File: src/rtl/brnpc_pkg.sv
package brnpc_pkg;
  localparam int INSTR_W = 32;
  localparam int OPC_HI  = 31;
  localparam int OPC_LO  = 26;
  localparam int OPC_W   = OPC_HI - OPC_LO + 1;
  localparam int IMM_W   = 16;
  localparam int WORD_SH = 2;

  localparam logic [OPC_W-1:0] OPC_BR_EQ = 6'd4;
  localparam logic [OPC_W-1:0] OPC_BR_NE = 6'd5;

  typedef enum logic [1:0] {
    BRK_NONE = 2'd0,
    BRK_EQ   = 2'd1,
    BRK_NE   = 2'd2
  } br_kind_e;
endpackage

File: src/rtl/brnpc_decode.sv
module brnpc_decode
  import brnpc_pkg::*;
#(
  parameter int PC_W = 32
) (
  input  logic [INSTR_W-1:0] instr,
  output br_kind_e           kind,
  output logic [PC_W-1:0]    offs_bytes
);
  localparam int EXT_W = PC_W - IMM_W - WORD_SH;

  logic [OPC_W-1:0] opc;
  logic [IMM_W-1:0] imm;

  assign opc = instr[OPC_HI:OPC_LO];
  assign imm = instr[IMM_W-1:0];

  always_comb begin
    unique case (opc)
      OPC_BR_EQ: kind = BRK_EQ;
      OPC_BR_NE: kind = BRK_NE;
      default:   kind = BRK_NONE;
    endcase
  end

  // word count -> byte offset, sign preserved
  assign offs_bytes = {{EXT_W{imm[IMM_W-1]}}, imm, {WORD_SH{1'b0}}};
endmodule

File: src/rtl/brnpc_cond.sv
module brnpc_cond
  import brnpc_pkg::*;
#(
  parameter int XLEN = 32
) (
  input  br_kind_e          kind,
  input  logic [XLEN-1:0]   op_a,
  input  logic [XLEN-1:0]   op_b,
  output logic              taken
);
  logic same;
  assign same = (op_a == op_b);

  always_comb begin
    unique case (kind)
      BRK_EQ:  taken = same;
      BRK_NE:  taken = !same;
      default: taken = 1'b0;
    endcase
  end
endmodule

File: src/rtl/brnpc_target.sv
module brnpc_target
  import brnpc_pkg::*;
#(
  parameter int PC_W = 32
) (
  input  logic [PC_W-1:0] pc_cur,
  input  logic [PC_W-1:0] offs_bytes,
  input  logic            taken,
  output logic [PC_W-1:0] pc_next
);
  localparam logic [PC_W-1:0] STRIDE = PC_W'(1 << WORD_SH);

  logic [PC_W-1:0] seq_addr;
  logic [PC_W-1:0] tgt_addr;

  assign seq_addr = pc_cur + STRIDE;
  assign tgt_addr = seq_addr + offs_bytes;
  assign pc_next  = taken ? tgt_addr : seq_addr;
endmodule

File: src/rtl/brnpc_unit.sv
module brnpc_unit
  import brnpc_pkg::*;
#(
  parameter int              PC_W     = 32,
  parameter int              XLEN     = 32,
  parameter logic [PC_W-1:0] RESET_PC = '0
) (
  input  logic                clk,
  input  logic                rst,
  input  logic                step_en,
  input  logic [INSTR_W-1:0]  instr,
  input  logic [XLEN-1:0]     rs_val,
  input  logic [XLEN-1:0]     rt_val,
  output logic [PC_W-1:0]     pc_q,
  output logic                br_taken
);
  br_kind_e        kind;
  logic [PC_W-1:0] offs_bytes;
  logic [PC_W-1:0] pc_next;

  brnpc_decode #(.PC_W(PC_W)) u_dec (
    .instr      (instr),
    .kind       (kind),
    .offs_bytes (offs_bytes)
  );

  brnpc_cond #(.XLEN(XLEN)) u_cond (
    .kind  (kind),
    .op_a  (rs_val),
    .op_b  (rt_val),
    .taken (br_taken)
  );

  brnpc_target #(.PC_W(PC_W)) u_tgt (
    .pc_cur     (pc_q),
    .offs_bytes (offs_bytes),
    .taken      (br_taken),
    .pc_next    (pc_next)
  );

  always_ff @(posedge clk) begin
    if (rst)          pc_q <= RESET_PC;
    else if (step_en) pc_q <= pc_next;
  end
endmodule

File: config.mk
export PLATFORM = sky130hd
export DESIGN_NAME = brnpc_unit
export DESIGN_NICKNAME = d
export VERILOG_FILES = /design/src/rtl/brnpc_pkg.sv /design/src/rtl/brnpc_decode.sv /design/src/rtl/brnpc_cond.sv /design/src/rtl/brnpc_target.sv /design/src/rtl/brnpc_unit.sv
export SDC_FILE = /design/constraint.sdc
export NUM_CORES = 1
export LEC_CHECK = 0
export BUFFER_PORTS_ARGS = -buffer_cell sky130_fd_sc_hd__buf_2
export CAP_MARGIN = 20
export CORE_ASPECT_RATIO = 1.25
export CORE_MARGIN = 3
export CORE_UTILIZATION = 56
export DETAILED_ROUTE_END_ITERATION = 7
export MAX_ROUTING_LAYER = met4
export PLACE_DENSITY = 0.9
export SLEW_MARGIN = 20
export SYNTH_ARGS = -nofsm -noshare
export SYNTH_HDL_FRONTEND = slang
export SYNTH_SLANG_ARGS = --single-unit
File: constraint.sdc
create_clock -name clk -period 6.8 [get_ports clk]
set_clock_uncertainty 0.15 [all_clocks]
set_input_delay 0.34 -clock clk [delete_from_list [all_inputs] [get_ports clk]]
set_output_delay 0.34 -clock clk [all_outputs]
set_load 0.02 [all_outputs]
; ---- Word level (Yosys, flattened, before mapping)
; Index checks and enable logic that the tools add are counted.
[word_totals]
regBits = 32
out_inout_bits = 33
word_cells = 12
[op_classes]
add_sub_neg = 2
eq_ne = 5
mux = 3
reduce_logical = 1
[ops]
columns = op, n
row1 = adder 32 x 3 -> 32 bit (second input constant), 1
row2 = adder 32 bit, 1
row3 = equality test 32 bit, 1
row4 = two-way mux 32 bit, 1
row5 = equality test 6 x 3 -> 1 bit (second input constant), 2
row6 = case mux 2 bit (2 select lines), 1
row7 = equality test 2 x 1 -> 1 bit (second input constant), 1
row8 = equality test 2 bit (second input constant), 1
row9 = case mux 1 bit (2 select lines), 1
row10 = zero test 1 bit, 1

; ---- Depth between registers and ports, before layout
[logic_depth]
ltp_word = 5
ltp_mapped = 18
depth_no_buf = 17

; ---- Hierarchy
; A second synthesis with hierarchy kept.
[hier_totals]
hier_cells = 576
hier_area_um2 = 4395.5
[modules_own_cells]
columns = mod, n_inst, cells_each, area_each_um2, seq_area_each_um2
row1 = brnpc_target, 1, 392, 2583.7, 0.0
row2 = brnpc_unit, 1, 103, 1163.6, 640.6
row3 = brnpc_cond, 1, 45, 376.6, 0.0
row4 = brnpc_decode, 1, 36, 271.5, 0.0

; ---- Worst setup path before layout
; Ideal clock, no wire load.
[synth_timing]
path_type = register -> register
start = register pc_q[4]
end = register pc_q[31]
setup_time_ps = 123
arrival_ps = 4118
path_slack_ps = 2409
stages_incl_launch_ff = 18
cell_sequence = dfxtp_1 nand4_1 inv_2 nand2_1 nor3_1 nand3_1 xnor2_1 ha_1 a21oi_1 o21ai_0 a2111oi_4 a211oi_2 a311o_1 a41oi_2 nor4_1 a211oi_2 mux2i_1 mux2_1
[synth_between]
elab_chain_len = 3
[synth_rtl]
columns = item, line_no
row1 = "start, declared", brnpc_unit.sv:14  ; output logic [PC_W-1:0] pc_q,
row2 = "start signal, assigned", brnpc_unit.sv:43  ; else if (step_en) pc_q <= pc_next;
row3 = adder 32 x 3 -> 32 bit (*), brnpc_target.sv:16  ; assign seq_addr = pc_cur + STRIDE;
row4 = adder 32 bit, brnpc_target.sv:17  ; assign tgt_addr = seq_addr + offs_bytes;
row5 = two-way mux 32 bit (*), brnpc_target.sv:18  ; assign pc_next = taken ? tgt_addr : seq_addr;
; Mark *: on every way between the ends. The rest lies on a longest branch, timed or not.
; A chain may end at the register's enable or synchronous reset.

; ---- Final worst setup path
; Same ends and word-level chain as after synthesis.

==> impl_metrics.py <==
metrics = {
    "cells_and_area": {
        "fin_util": 0.6932,
        "n_antenna_cell": 0,
        "nNetsFinal": 771,
        "ff_latch_area_sq_um": 600.6,
        "top_register": "pc_q",
        "design_area_sq_um": 4637,
        "top_regs": "pc_q x30",
        "drive_above_1_share": 0.2252,
        "instances_no_fill": 722,
        "area_delta_synth_final_pct": 18.44,
        "fill_cells": 557,
        "largest_register_ffs": 30,
        "multi_input_area_sq_um": 3167,
    },
    "sta": {
        "tightest_slew_ns": 0.8048,
        "setup_slack_ns": 1.723,
        "fmaxAchievable_mhz": 197.0,
        "fin_crit_sh": 0.7466,
        "hold_viol": 0,
        "finalSetupTns_ns": 0,
        "finalSetupViolCount": 0,
        "slew_viol_final": 0,
        "post-route-min-period_ns": 5.077,
        "slew_headroom": 0.4593,
        "rsz0062_at_grt": "false",
    },
    "synth": {
        "synth_cell_types": 61,
        "synth_edf_count": 0,
        "ys_seq_area_frac": 0.1534,
        "synth_seq_cells": 30,
        "synthFlopType": "dfxtp_1",
        "async_flop_share": 0,
        "avgSynthCellArea_sq_um": 7.415,
        "netlist_area_sq_um": 3915,
        "ys_warn_count": 0,
        "synth_cells": 528,
    },
    "critical_path": {
        "criticalPathCategory": "flip-flop to flip-flop",
        "cp.arrival_ns": 5.11,
        "reg2reg_depth": 17,
        "crit_fanout": 7,
        "rr_startpoint": "pc_q[4]",
        "r2r_slack_ns": 1.72,
        "start_kind": "flip-flop",
        "end_kind": "flip-flop",
        "required_ns": 6.83,
        "regToRegEndpoint": "pc_q[31]",
    },
    "floorplan": {
        "initial_core_util": 0.5853,
        "dieWidth_microns": 80.79,
        "fp.dieArea_sq_um": 8036,
        "die_h_microns": 99.48,
        "rows": 33,
        "core_sq_um": 6689,
        "pin_count": 132,
    },
    "clocking": {
        "cts_root_buf": "clkbuf_8",
        "clock_path_buffers": 2,
        "cts_inserted_buffers": 5,
        "clkTransAtPathRegs_ns": 0.08,
        "cts_tree": "built",
        "hold_buffers": 0,
        "htreeDepth": 2,
        "clock_latency_ns": 0.29,
        "cts_resized": 0,
        "cts_sinks": 30,
        "post_cts_buffers": 0,
    },
    "global_route": {
        "grt.total_usage": 0.2955,
        "grt_pass1_wl_microns": 18760,
        "gr-total-overflow": 0,
        "antenna_found_initial": 0,
        "grt_max_degree": 66,
        "grt_pass1_vias": 4316,
    },
    "detailed_routing": {
        "drt-initial-drc-count": 286,
        "route.met3.wl_microns": 830,
        "avgViaCountPerCell": 6.100,
        "dr_total_vias": 4404,
        "wl_microns": 11470,
        "wl_met1_microns": 4323,
        "highest_layer": "met4",
        "ant_nets": 0,
        "avgRoutedWirePerCell_microns": 15.89,
        "wl_met2_microns": 6112,
        "drcViolationCount": 0,
        "firstDrtPassIters": 5,
    },
    "min_path": {
        "hp-start": "pc_q[11]",
        "hold_path.class": "flip-flop to flip-flop",
        "worstHoldEndpoint": "pc_q[11]",
        "min_path_cells": 2,
    },
    "pwr": {
        "leakagePower_nw": 2.230,
        "vdd_drop_max_mv": 0.06752,
        "pwr_density_cell_nw_per_um2": 111.8,
    },
    "place": {
        "port_buffers": 119,
        "dp_slack_ns": 1.806,
        "placed_area_sq_um": 4539,
        "place_congestion": 0.9774,
        "dp_cells": 714,
        "hpwl_microns": 8590,
    },
    "flow_run": {
        "drv_cap": 0,
    },
    "outcome": {
        "status": "finished clean",
    },
}
[report_power, final]
group          switching [mW]  internal [mW]
clock                  0.0810         0.0815
combinational          0.0936         0.0744
sequential            0.00753          0.180
[placed cells by master, fill, tap and decap left out, drive strengths merged, types with 3 or more instances in the layout]
master	instances
nand3	23
and2	4
a211oi	9
o21bai	5
dfxtp	30
nor2b	3
nand2b	4
nand4	11
o21ai	41
a221oi	5
a22oi	6
nor2	41
nand3b	6
clkbuf	6
a31o	3
nand2	60
and3	8
xor2	54
xnor2	29
a31oi	7
inv	16
a311oi	6
a21oi	28
nor4	14
ha	37
a21o	15
nor3	13
buf	120
[metrics by stage]
stage	hold slack (ns)	total power [mW]
final	0.3897	0.5185
after global routing	0.4034	0.5460
after detailed placement	0.3787	0.3576
after CTS	0.3907	0.5192
after floorplan	0.3385	0.3008
after global placement	0.3573	0.3511
[critical path, cell delays in order (launching register included)]
cell and delay [ns]:
dfxtp_1 0.44, nand4_1 0.23, inv_2 0.12, nand2_1 0.12, nor3_1 0.64, nand3_1 0.22, xnor2_1 0.18, ha_1 0.37
a21oi_1 0.15, o21ai_0 0.17, a2111oi_4 0.39, a211oi_2 0.17, a311o_1 0.43, a41oi_2 0.30, nor4_1 0.10, a211oi_2 0.22
mux2i_1 0.22, mux2_1 0.33
[synthesized netlist by cell type (2+ instances only)]
cell | n | area [sq um]
a211oi_1 | 6 | 45.04
a211oi_2 | 3 | 37.54
a21o_1 | 15 | 112.6
a21oi_1 | 28 | 140.1
a221oi_1 | 5 | 43.79
a22oi_1 | 6 | 45.04
a311oi_1 | 6 | 52.55
a31o_2 | 3 | 26.28
a31oi_1 | 7 | 43.79
and2_1 | 4 | 25.02
and3_1 | 8 | 50.05
buf_1 | 2 | 7.510
buf_4 | 2 | 15.01
clkbuf_1 | 17 | 63.81
dfxtp_1 | 30 | 600.6
ha_1 | 37 | 462.9
inv_1 | 14 | 52.55
inv_2 | 2 | 7.510
mux2i_1 | 2 | 20.02
nand2_1 | 60 | 225.2
nand2b_1 | 4 | 25.02
nand3_1 | 23 | 115.1
nand3b_1 | 6 | 45.04
nand4_1 | 10 | 62.56
nor2_1 | 41 | 153.9
nor2b_1 | 3 | 18.77
nor3_1 | 12 | 60.06
nor3b_1 | 2 | 15.01
nor4_1 | 14 | 87.58
nor4b_1 | 2 | 17.52
o21ai_0 | 36 | 180.2
o21ai_1 | 3 | 15.01
o21bai_1 | 5 | 37.54
or3_1 | 2 | 12.51
xnor2_1 | 29 | 254.0
xor2_1 | 54 | 473.0
[routing by layer]
| metal | GRT usage | up-vias |
|---|---|---|
| met2 | 0.5440 | 236 |
| met3 | 0.03442 | 25 |
| met5 | - | - |
| met4 | 0.1027 | 0 |
| met1 | 0.3215 | 2018 |
| li1 | - | 2125 |
[logic make-up after synthesis]
group,Yosys count,synth area share
simple gates,196,0.2461
compound gates,139,0.2439
xor+xnor,83,0.1857
fa+ha+maj,38,0.1234
buf+inv,38,0.03867
flops,30,0.1534
mux,3,0.007990
other cells,1,0.0009579
[how the worst max path moves through the flow]
| stage | startpoint | endpoint | slack [ns] | cells after the start |
|---|---|---|---|---|
| floorplan | pc_q[4] | pc_q[31] | 2.41 | 17 |
| global placement | pc_q[4] | pc_q[31] | 1.94 | 17 |
| detailed placement | pc_q[4] | pc_q[31] | 1.81 | 17 |
| CTS | pc_q[4] | pc_q[31] | 1.77 | 17 |
| global route | pc_q[4] | pc_q[31] | 1.34 | 17 |
| finish | pc_q[4] | pc_q[31] | 1.72 | 17 |
[final cells by class]
| cell class | instances | share of cell area |
|---|---|---|
| tap | 87 | 0.02348 |
| clock inverter | 2 | 0.002698 |
| sequential | 30 | 0.1295 |
| inverter | 16 | 0.01295 |
| multi-input combinational | 461 | 0.6829 |
| timing repair buffer | 120 | 0.1306 |
| clock buffer | 6 | 0.01781 |
(Power assumes the default switching activity.)
